$ cat config.mk
export PLATFORM = sky130hd
export DESIGN_NAME = lbuf_replay
export DESIGN_NICKNAME = d
export VERILOG_FILES = /design/src/rtl/lbuf_pkg.sv /design/src/rtl/lbuf_store.sv /design/src/rtl/lbuf_seq.sv /design/src/rtl/lbuf_ctrl.sv /design/src/rtl/lbuf_replay.sv
export SDC_FILE = /design/constraint.sdc
export NUM_CORES = 2
export LEC_CHECK = 0
export BUFFER_PORTS_ARGS = -buffer_cell sky130_fd_sc_hd__buf_4
export CORE_UTILIZATION = 55
export DETAILED_ROUTE_END_ITERATION = 12
export HOLD_SLACK_MARGIN = 0.06
export PLACE_DENSITY = 0.68
export SLEW_MARGIN = 20
export SYNTH_ARGS = -nofsm -noshare
export SYNTH_HDL_FRONTEND = slang
export SYNTH_SLANG_ARGS = --single-unit
$ cat constraint.sdc
create_clock -name clk -period 12.97 [get_ports clk]
set_input_delay 1.297 -clock clk [delete_from_list [all_inputs] [get_ports clk]]
set_output_delay 1.297 -clock clk [all_outputs]
set_load 0.005 [all_outputs]
$ cat src/rtl/lbuf_pkg.sv
package lbuf_pkg;
  typedef enum logic [1:0] {
    ST_IDLE = 2'd0,
    ST_CAPT = 2'd1,
    ST_RPLY = 2'd2
  } lb_state_e;
endpackage

$ cat src/rtl/lbuf_store.sv
module lbuf_store #(
  parameter int DEPTH = 32,
  parameter int OPW   = 16,
  parameter int LANES = 3
) (
  input  logic                   clk,
  input  logic                   rst_n,
  input  logic                   clr,
  input  logic                   we,
  input  logic [$clog2(DEPTH)-1:0] widx,
  input  logic [OPW-1:0]         wop,
  input  logic                   wtk,
  input  logic [$clog2(DEPTH)-1:0] wtgt,
  input  logic [LANES*$clog2(DEPTH)-1:0] ridx,
  output logic [LANES*OPW-1:0]   rop,
  output logic [LANES-1:0]       rvld,
  output logic [DEPTH-1:0]       tk_vec,
  output logic [DEPTH*$clog2(DEPTH)-1:0] tgt_vec
);
  localparam int IW = $clog2(DEPTH);

  logic [OPW-1:0]   op_m  [DEPTH];
  logic [IW-1:0]    tgt_m [DEPTH];
  logic [DEPTH-1:0] vld_q;
  logic [DEPTH-1:0] tk_q;

  always_ff @(posedge clk or negedge rst_n) begin
    if (!rst_n) begin
      vld_q <= '0;
      tk_q  <= '0;
    end else if (clr) begin
      vld_q <= '0;
    end else if (we) begin
      vld_q[widx] <= 1'b1;
      tk_q[widx]  <= wtk;
    end
  end

  always_ff @(posedge clk) begin
    if (we && !clr) begin
      op_m[widx]  <= wop;
      tgt_m[widx] <= wtgt;
    end
  end

  assign tk_vec = tk_q;

  for (genvar d = 0; d < DEPTH; d++) begin : g_tgt
    assign tgt_vec[d*IW +: IW] = tgt_m[d];
  end

  for (genvar g = 0; g < LANES; g++) begin : g_rd
    assign rop[g*OPW +: OPW] = op_m[ridx[g*IW +: IW]];
    assign rvld[g]           = vld_q[ridx[g*IW +: IW]];
  end
endmodule

$ cat src/rtl/lbuf_seq.sv
module lbuf_seq #(
  parameter int DEPTH = 32,
  parameter int LANES = 3
) (
  input  logic [$clog2(DEPTH)-1:0]       ptr,
  input  logic [$clog2(DEPTH)-1:0]       last,
  input  logic [DEPTH-1:0]               tk_vec,
  input  logic [DEPTH*$clog2(DEPTH)-1:0] tgt_vec,
  output logic [LANES*$clog2(DEPTH)-1:0] lidx,
  output logic [$clog2(DEPTH)-1:0]       nptr
);
  localparam int IW = $clog2(DEPTH);

  logic [IW-1:0] chain [LANES+1];

  always_comb begin
    chain[0] = ptr;
    for (int g = 0; g < LANES; g++) begin
      if (chain[g] == last)
        chain[g+1] = '0;
      else if (tk_vec[chain[g]])
        chain[g+1] = tgt_vec[32'(chain[g])*IW +: IW];
      else
        chain[g+1] = chain[g] + 1'b1;
    end
  end

  for (genvar g = 0; g < LANES; g++) begin : g_lane
    assign lidx[g*IW +: IW] = chain[g];
  end
  assign nptr = chain[LANES];
endmodule

$ cat src/rtl/lbuf_ctrl.sv
module lbuf_ctrl
  import lbuf_pkg::*;
#(
  parameter int DEPTH = 32,
  parameter int PCW   = 16
) (
  input  logic                     clk,
  input  logic                     rst_n,
  input  logic                     in_fire,
  input  logic [PCW-1:0]           in_pc,
  input  logic                     in_is_br,
  input  logic                     in_fwd,
  input  logic                     in_taken,
  input  logic [PCW-1:0]           in_tgt,
  input  logic                     flush,
  input  logic                     mispredict,
  input  logic                     out_fire,
  input  logic [$clog2(DEPTH)-1:0] nptr,
  output lb_state_e                state_q,
  output logic [PCW-1:0]           start_q,
  output logic [$clog2(DEPTH)-1:0] last_q,
  output logic [$clog2(DEPTH)-1:0] ptr_q,
  output logic                     we,
  output logic [$clog2(DEPTH)-1:0] widx,
  output logic                     wtk,
  output logic [$clog2(DEPTH)-1:0] wtgt,
  output logic                     clr,
  output logic                     restart_q,
  output logic [PCW-1:0]           restart_pc_q
);
  localparam int IW = $clog2(DEPTH);

  lb_state_e      st_d;
  logic [PCW-1:0] start_d, span, tgt_off;
  logic [IW-1:0]  last_d, exp_q, exp_d, ptr_d;
  logic [1:0]     fcnt_q, fcnt_d;
  logic           kill, match, at_end, abort;

  assign kill    = flush | mispredict;
  assign span    = in_pc - in_tgt;
  assign tgt_off = in_tgt - start_q;
  assign match   = (in_pc == start_q + PCW'(exp_q));
  assign at_end  = (exp_q == last_q);
  assign widx    = exp_q;
  assign wtk     = in_is_br & in_fwd & in_taken;
  assign wtgt    = tgt_off[IW-1:0];

  always_comb begin
    st_d    = state_q;
    start_d = start_q;
    last_d  = last_q;
    exp_d   = exp_q;
    fcnt_d  = fcnt_q;
    ptr_d   = ptr_q;
    clr     = 1'b0;
    we      = 1'b0;
    abort   = 1'b0;
    if (kill) begin
      abort = 1'b1;
    end else begin
      case (state_q)
        ST_IDLE: begin
          if (in_fire && in_is_br && !in_fwd && in_taken &&
              in_tgt <= in_pc && span < PCW'(DEPTH)) begin
            st_d    = ST_CAPT;
            start_d = in_tgt;
            last_d  = span[IW-1:0];
            exp_d   = '0;
            fcnt_d  = '0;
            clr     = 1'b1;
          end
        end
        ST_CAPT: begin
          if (in_fire) begin
            we = match;
            if (!match) begin
              abort = 1'b1;
            end else if (in_is_br && !in_fwd) begin
              if (at_end && in_taken && in_tgt == start_q) begin
                st_d  = ST_RPLY;
                ptr_d = '0;
              end else begin
                abort = 1'b1;
              end
            end else if (at_end) begin
              abort = 1'b1;
            end else if (in_is_br) begin
              if (fcnt_q == 2'd2) begin
                abort = 1'b1;
              end else begin
                fcnt_d = fcnt_q + 2'd1;
                if (!in_taken)
                  exp_d = exp_q + 1'b1;
                else if (in_tgt > in_pc && tgt_off <= PCW'(last_q))
                  exp_d = tgt_off[IW-1:0];
                else
                  abort = 1'b1;
              end
            end else begin
              exp_d = exp_q + 1'b1;
            end
          end
        end
        ST_RPLY: if (out_fire) ptr_d = nptr;
        default: abort = 1'b1;
      endcase
    end
    if (abort) begin
      st_d = ST_IDLE;
      clr  = 1'b1;
    end
  end

  always_ff @(posedge clk or negedge rst_n) begin
    if (!rst_n) begin
      state_q      <= ST_IDLE;
      start_q      <= '0;
      last_q       <= '0;
      exp_q        <= '0;
      fcnt_q       <= '0;
      ptr_q        <= '0;
      restart_q    <= 1'b0;
      restart_pc_q <= '0;
    end else begin
      state_q      <= st_d;
      start_q      <= start_d;
      last_q       <= last_d;
      exp_q        <= exp_d;
      fcnt_q       <= fcnt_d;
      ptr_q        <= ptr_d;
      restart_q    <= (state_q == ST_RPLY) && mispredict && !flush;
      restart_pc_q <= start_q + PCW'(last_q) + PCW'(1);
    end
  end

  AST_THIRD_FWD_ABORTS: assert property (@(posedge clk) disable iff (!rst_n)
    (state_q == ST_CAPT && in_fire && in_is_br && in_fwd && fcnt_q == 2'd2)
    |=> (state_q == ST_IDLE));

  AST_REPLAY_AFTER_CLOSE: assert property (@(posedge clk) disable iff (!rst_n)
    (state_q == ST_RPLY && $past(state_q) == ST_CAPT)
    |-> $past(in_fire && in_is_br && !in_fwd && in_taken && !kill));
endmodule

$ cat src/rtl/lbuf_replay.sv
module lbuf_replay
  import lbuf_pkg::*;
#(
  parameter int DEPTH = 32,
  parameter int PCW   = 16,
  parameter int OPW   = 16,
  parameter int LANES = 3
) (
  input  logic                 clk,
  input  logic                 rst_n,
  input  logic                 in_valid,
  output logic                 in_ready,
  input  logic [PCW-1:0]       in_pc,
  input  logic [OPW-1:0]       in_op,
  input  logic                 in_is_br,
  input  logic                 in_fwd,
  input  logic                 in_taken,
  input  logic [PCW-1:0]       in_tgt,
  input  logic                 flush,
  input  logic                 mispredict,
  output logic [LANES-1:0]     out_valid,
  input  logic                 out_ready,
  output logic [LANES*PCW-1:0] out_pc,
  output logic [LANES*OPW-1:0] out_op,
  output logic                 fe_gate,
  output logic                 fe_restart,
  output logic [PCW-1:0]       fe_restart_pc
);
  localparam int IW = $clog2(DEPTH);

  lb_state_e              state;
  logic [PCW-1:0]         start;
  logic [IW-1:0]          last, ptr, nptr, widx, wtgt;
  logic                   we, wtk, clr, kill, in_fire, out_fire;
  logic [LANES*IW-1:0]    lidx;
  logic [LANES*OPW-1:0]   rop;
  logic [LANES-1:0]       rvld;
  logic [DEPTH-1:0]       tk_vec;
  logic [DEPTH*IW-1:0]    tgt_vec;

  assign kill     = flush | mispredict;
  assign fe_gate  = (state == ST_RPLY);
  assign in_ready = out_ready & ~fe_gate;
  assign in_fire  = in_valid & in_ready;
  assign out_fire = fe_gate & out_ready & ~kill;

  lbuf_ctrl #(.DEPTH(DEPTH), .PCW(PCW)) ctrl_i (
    .clk(clk), .rst_n(rst_n), .in_fire(in_fire), .in_pc(in_pc),
    .in_is_br(in_is_br), .in_fwd(in_fwd), .in_taken(in_taken), .in_tgt(in_tgt),
    .flush(flush), .mispredict(mispredict), .out_fire(out_fire), .nptr(nptr),
    .state_q(state), .start_q(start), .last_q(last), .ptr_q(ptr),
    .we(we), .widx(widx), .wtk(wtk), .wtgt(wtgt), .clr(clr),
    .restart_q(fe_restart), .restart_pc_q(fe_restart_pc)
  );

  lbuf_store #(.DEPTH(DEPTH), .OPW(OPW), .LANES(LANES)) store_i (
    .clk(clk), .rst_n(rst_n), .clr(clr), .we(we), .widx(widx), .wop(in_op),
    .wtk(wtk), .wtgt(wtgt), .ridx(lidx), .rop(rop), .rvld(rvld),
    .tk_vec(tk_vec), .tgt_vec(tgt_vec)
  );

  lbuf_seq #(.DEPTH(DEPTH), .LANES(LANES)) seq_i (
    .ptr(ptr), .last(last), .tk_vec(tk_vec), .tgt_vec(tgt_vec),
    .lidx(lidx), .nptr(nptr)
  );

  for (genvar g = 0; g < LANES; g++) begin : g_out
    always_comb begin
      if (fe_gate) begin
        out_valid[g]         = rvld[g] & ~kill;
        out_pc[g*PCW +: PCW] = start + PCW'(lidx[g*IW +: IW]);
        out_op[g*OPW +: OPW] = rop[g*OPW +: OPW];
      end else if (g == 0) begin
        out_valid[g]         = in_valid;
        out_pc[g*PCW +: PCW] = in_pc;
        out_op[g*OPW +: OPW] = in_op;
      end else begin
        out_valid[g]         = 1'b0;
        out_pc[g*PCW +: PCW] = '0;
        out_op[g*OPW +: OPW] = '0;
      end
    end
  end

  AST_LANES_FILLED: assert property (@(posedge clk) disable iff (!rst_n)
    (fe_gate && !kill) |-> (&out_valid));

  AST_MISPRED_RESTART: assert property (@(posedge clk) disable iff (!rst_n)
    (fe_gate && mispredict && !flush) |=> (fe_restart && !fe_gate));

  AST_FLUSH_QUIET: assert property (@(posedge clk) disable iff (!rst_n)
    flush |=> (!fe_restart && !fe_gate));

  AST_HOLD_STALLED: assert property (@(posedge clk) disable iff (!rst_n)
    (fe_gate && $past(fe_gate && !kill && !out_ready)) |-> $stable(out_pc));
endmodule

==> results by group <==
Timing
  • Max Clk Rate: 86.1 MHz
  • Final setup viols: 0
  • Fin. Hold Viols: 0
  • Setup Skew: 56.5 ps
  • Final Cycle Share: 89.6%
  • Slew Viols, Final: 0
  • Tmin final: 11620 ps
  • Setup_tns: 0 ps
  • Hold slack: 529 ps
  • Max-slew headroom: 14.6%
  • Worst Tran Pin Value: 1280 ps
  • RSZ-0062 raised after global routing: false

Clocking
  • Total CTS buffers: 87
  • CTS tree: yes
  • Clk Latency, worst-skew pair: 690 ps
  • Postcts setup bufs: 0
  • CTS max path bufs: 3
  • Cts hold-fix bufs: 0
  • CTS sink cnt: 788
  • H-Tree Depth: 3
  • Resized cells post-CTS: 0
  • CTS clock-pin slew for the worst setup and hold paths: 70 ps
  • Root buf cell: clkbuf_16

Run
  • Max_cap viols: 0

Worst setup path
  • Required @ worst endpoint: 11670 ps
  • Critical Path Stages: 28
  • Worst-path maximum fanout: 199
  • Startpoint types: flip-flop
  • Setup CP Type: reg -> out
  • CP max stage cell: buf_4
  • Crit path largest cell delay: 940 ps
  • CP most frequent cell: buf_4
  • Worst R2R Path Depth: 22
  • CP endpoint kind: output port
  • Worst Path Buf+Inv: 7
  • Critical Path AT: 10320 ps
  • Family with the most delay on the worst path: buffers and inverters

Status
  • Status: complete, no violations

Synthesis
  • Post-synth ARST share: 14.7%
  • Mean post-synth cell area: 10.2 um2
  • Cells after synthesis: 4866
  • Sequential fraction of the synthesis area: 46.6%
  • Main synth FF type: edfxtp_1
  • Mapped Area: 49600 um2
  • Distinct cells, synth: 100
  • Number of enable flip-flop cells after synthesis: 672
  • Syn_nets: 4999
  • #FFs+latches synth: 788
  • Synth warn: 0

GRT
  • Pin count of the biggest net entering global routing: 200
  • Vias in the first global route: 40.0k
  • First-pass GRT wire length: 266 mm
  • GRT Util Overall: 39.8%
  • Grt ovf: 0
  • Initial antenna violation count: 5

Power and ir drop
  • Switching Power: 1.19 mW
  • Sw Ratio: 22.1%
  • Pwr Density: 99.1 nW/um2
  • Comb power frac: 2.9%
  • Clock share of power: 46.0%
  • Total power: 5.40 mW
  • Worst vdd ir: 0.126 mV
  • Sequential share of power: 51.1%
  • Power Internal: 4.20 mW
  • Lkg Pwr: 19.7 nW

Die
  • Die footprint: 91300 um2
  • Site row count: 109
  • Initial Util: 55.8%
  • Core ar.: 88800 um2
  • # IOs: 175
  • Chip Height: 302 um
  • Die width: 302 um

Layout
  • Layout cells sized above 1: 15.0%
  • Layout net count: 4963
  • P&R area growth vs syn: 9.93%

Route
  • Wire per inst: 30.3 um
  • Starting DRC count in detailed routing: 6621
  • ANT nets after route: 0
  • Via count: 42.8k
  • # DRC: 0
  • Final WL: 184 mm
  • Drt first pass iters: 9
  • Average vias per placed instance: 7.06

Worst hold path
  • Worst Hold Depth: 1
  • HP Class: reg -> reg

Placement
  • Final HPWL from detailed placement: 106 mm
  • RD Place Congestion: 1.02
  • Port Buf Inserts: 174
[per-stage QoR]
step / setup slack [ps] / util (%) / instance area, um2 / std cells
floorplan: 4840 / - / 49600 / 4866
global placement: 2520 / 58.2 / 51700 / 5906
detailed placement: 2430 / 58.2 / 51700 / 5906
CTS: 1670 / 61.3 / 54500 / 6066
global route: 999 / 61.3 / 54500 / 6068
finish: 1350 / 61.4 / 54500 / 6069
[registers in the layout, indices dropped and copies added (netlist names)]
| register | flops |
|---|---|
| store_i.op_m | 512 |
| store_i.tgt_m | 160 |
| store_i.tk_vec | 32 |
| store_i.vld_q | 32 |
| ctrl_i.restart_pc_q | 16 |
| ctrl_i.start_q | 16 |
| ctrl_i.last_q | 5 |
| ctrl_i.ptr_q | 5 |
| ctrl_i.widx | 5 |
| ctrl_i.fcnt_q | 2 |
| ctrl_i.state_q | 2 |
| ctrl_i.restart_q | 1 |
[Yosys cell counts (all sizes together) (37+ instances only)]
master	number	area, um2
buf	124	719
o21ai	118	602
mux4	187	4210
dfrtp	116	2900
clkbuf	260	976
xnor2	82	718
nand3	258	1300
mux2	75	845
a21o	56	420
a311oi	175	1530
nor2	184	703
and3	181	1140
nand2	1256	4720
edfxtp	672	20200
a31oi	100	626
ha	69	863
a21oi	153	788
a211oi	111	846
mux2i	202	2020
nor2b	37	239
inv	89	337
nor3	41	216
[final cells by class]
class	instances	area, um2
antenna	3	7.51
fill	7198	34300
clock buffer	108	2290
inverter	94	398
timing repair buffer	259	2000
sequential	788	23100
clock inverter	52	514
multi-input combinational	3600	24700
tap	1165	1460
[layout by cell type, fill, tap and decap left out, drive strengths merged, types with 13 or more instances in the layout]
| master | count |
|---|---|
| nor2b | 37 |
| a311oi | 175 |
| inv | 93 |
| a21o | 56 |
| edfxtp | 672 |
| and3 | 181 |
| xnor2 | 82 |
| nor2 | 184 |
| buf | 259 |
| a21oi | 153 |
| nand2b | 13 |
| xor2 | 24 |
| nand3 | 258 |
| dfrtp | 116 |
| o22ai | 35 |
| mux2 | 75 |
| nand4 | 22 |
| mux4 | 187 |
| mux2i | 202 |
| a31oi | 100 |
| a22oi | 23 |
| o21a | 26 |
| nand2 | 1256 |
| ha | 69 |
| a211oi | 111 |
| clkbuf | 108 |
| nor3 | 41 |
| o21ai | 118 |
| clkinv | 44 |
[power by group through the flow]
stage | clock network [mW] | logic (mW) | registers [mW]
after global placement | 0 | 0.154 | 2.81
after floorplan | 0 | 0.0677 | 2.81
after global routing | 2.59 | 0.172 | 2.75
after CTS | 2.50 | 0.156 | 2.76
after detailed placement | 0 | 0.156 | 2.81
final | 2.48 | 0.159 | 2.76
[final timing paths]
check | from | to | slack (ps)
hold / removal | store_i.vld_q[3] | store_i.vld_q[3] | 530
hold reg to reg | store_i.vld_q[3] | store_i.vld_q[3] | 530
setup / recovery | ctrl_i.ptr_q[1] | out_pc[44] | 1350
min in group asynchronous | rst_n | ctrl_i.restart_q | 730
setup reg to reg | ctrl_i.ptr_q[1] | ctrl_i.ptr_q[2] | 2400
max in group asynchronous | rst_n | store_i.vld_q[9] | 10800
[worst register-to-register path: stages (launching register included)]
cell and delay [ps]:
dfrtp_4 850, buf_4 940, mux4_2 400, nor2_1 40
a2111oi_0 440, a211o_1 320, a21o_1 170, nand3_2 550
inv_6 740, buf_4 880, mux2i_1 270, a22oi_1 110
a32o_1 310, a2111o_1 440, o211a_4 540, inv_6 770
nand2_1 950, o22ai_1 360, a211o_1 170, a21oi_1 100
o32ai_2 560, nor2b_4 300, a221o_1 250
[cells by family after synthesis]
logic type	share of synthesized area (%)
compound gates	13.2
fa+ha+maj	2.03
flops	46.6
buf+inv	4.15
mux	14.3
simple gates	17.9
xor+xnor	1.87
[layer usage]
layer | vias to the layer above | global-route usage, % | routed length, um | part of all wire, %
met1 | 20700 | 53.4 | 66900 | 36
met2 | 3342 | 59.4 | 80500 | 44
met3 | 665 | 9.90 | 24600 | 13
met4 | 2 | 22.2 | 11700 | 6.4
met5 | - | 0 | 12 | 0.0065
li1 | 18100 | - | - | -
Power figures use the tool's default switching activity.
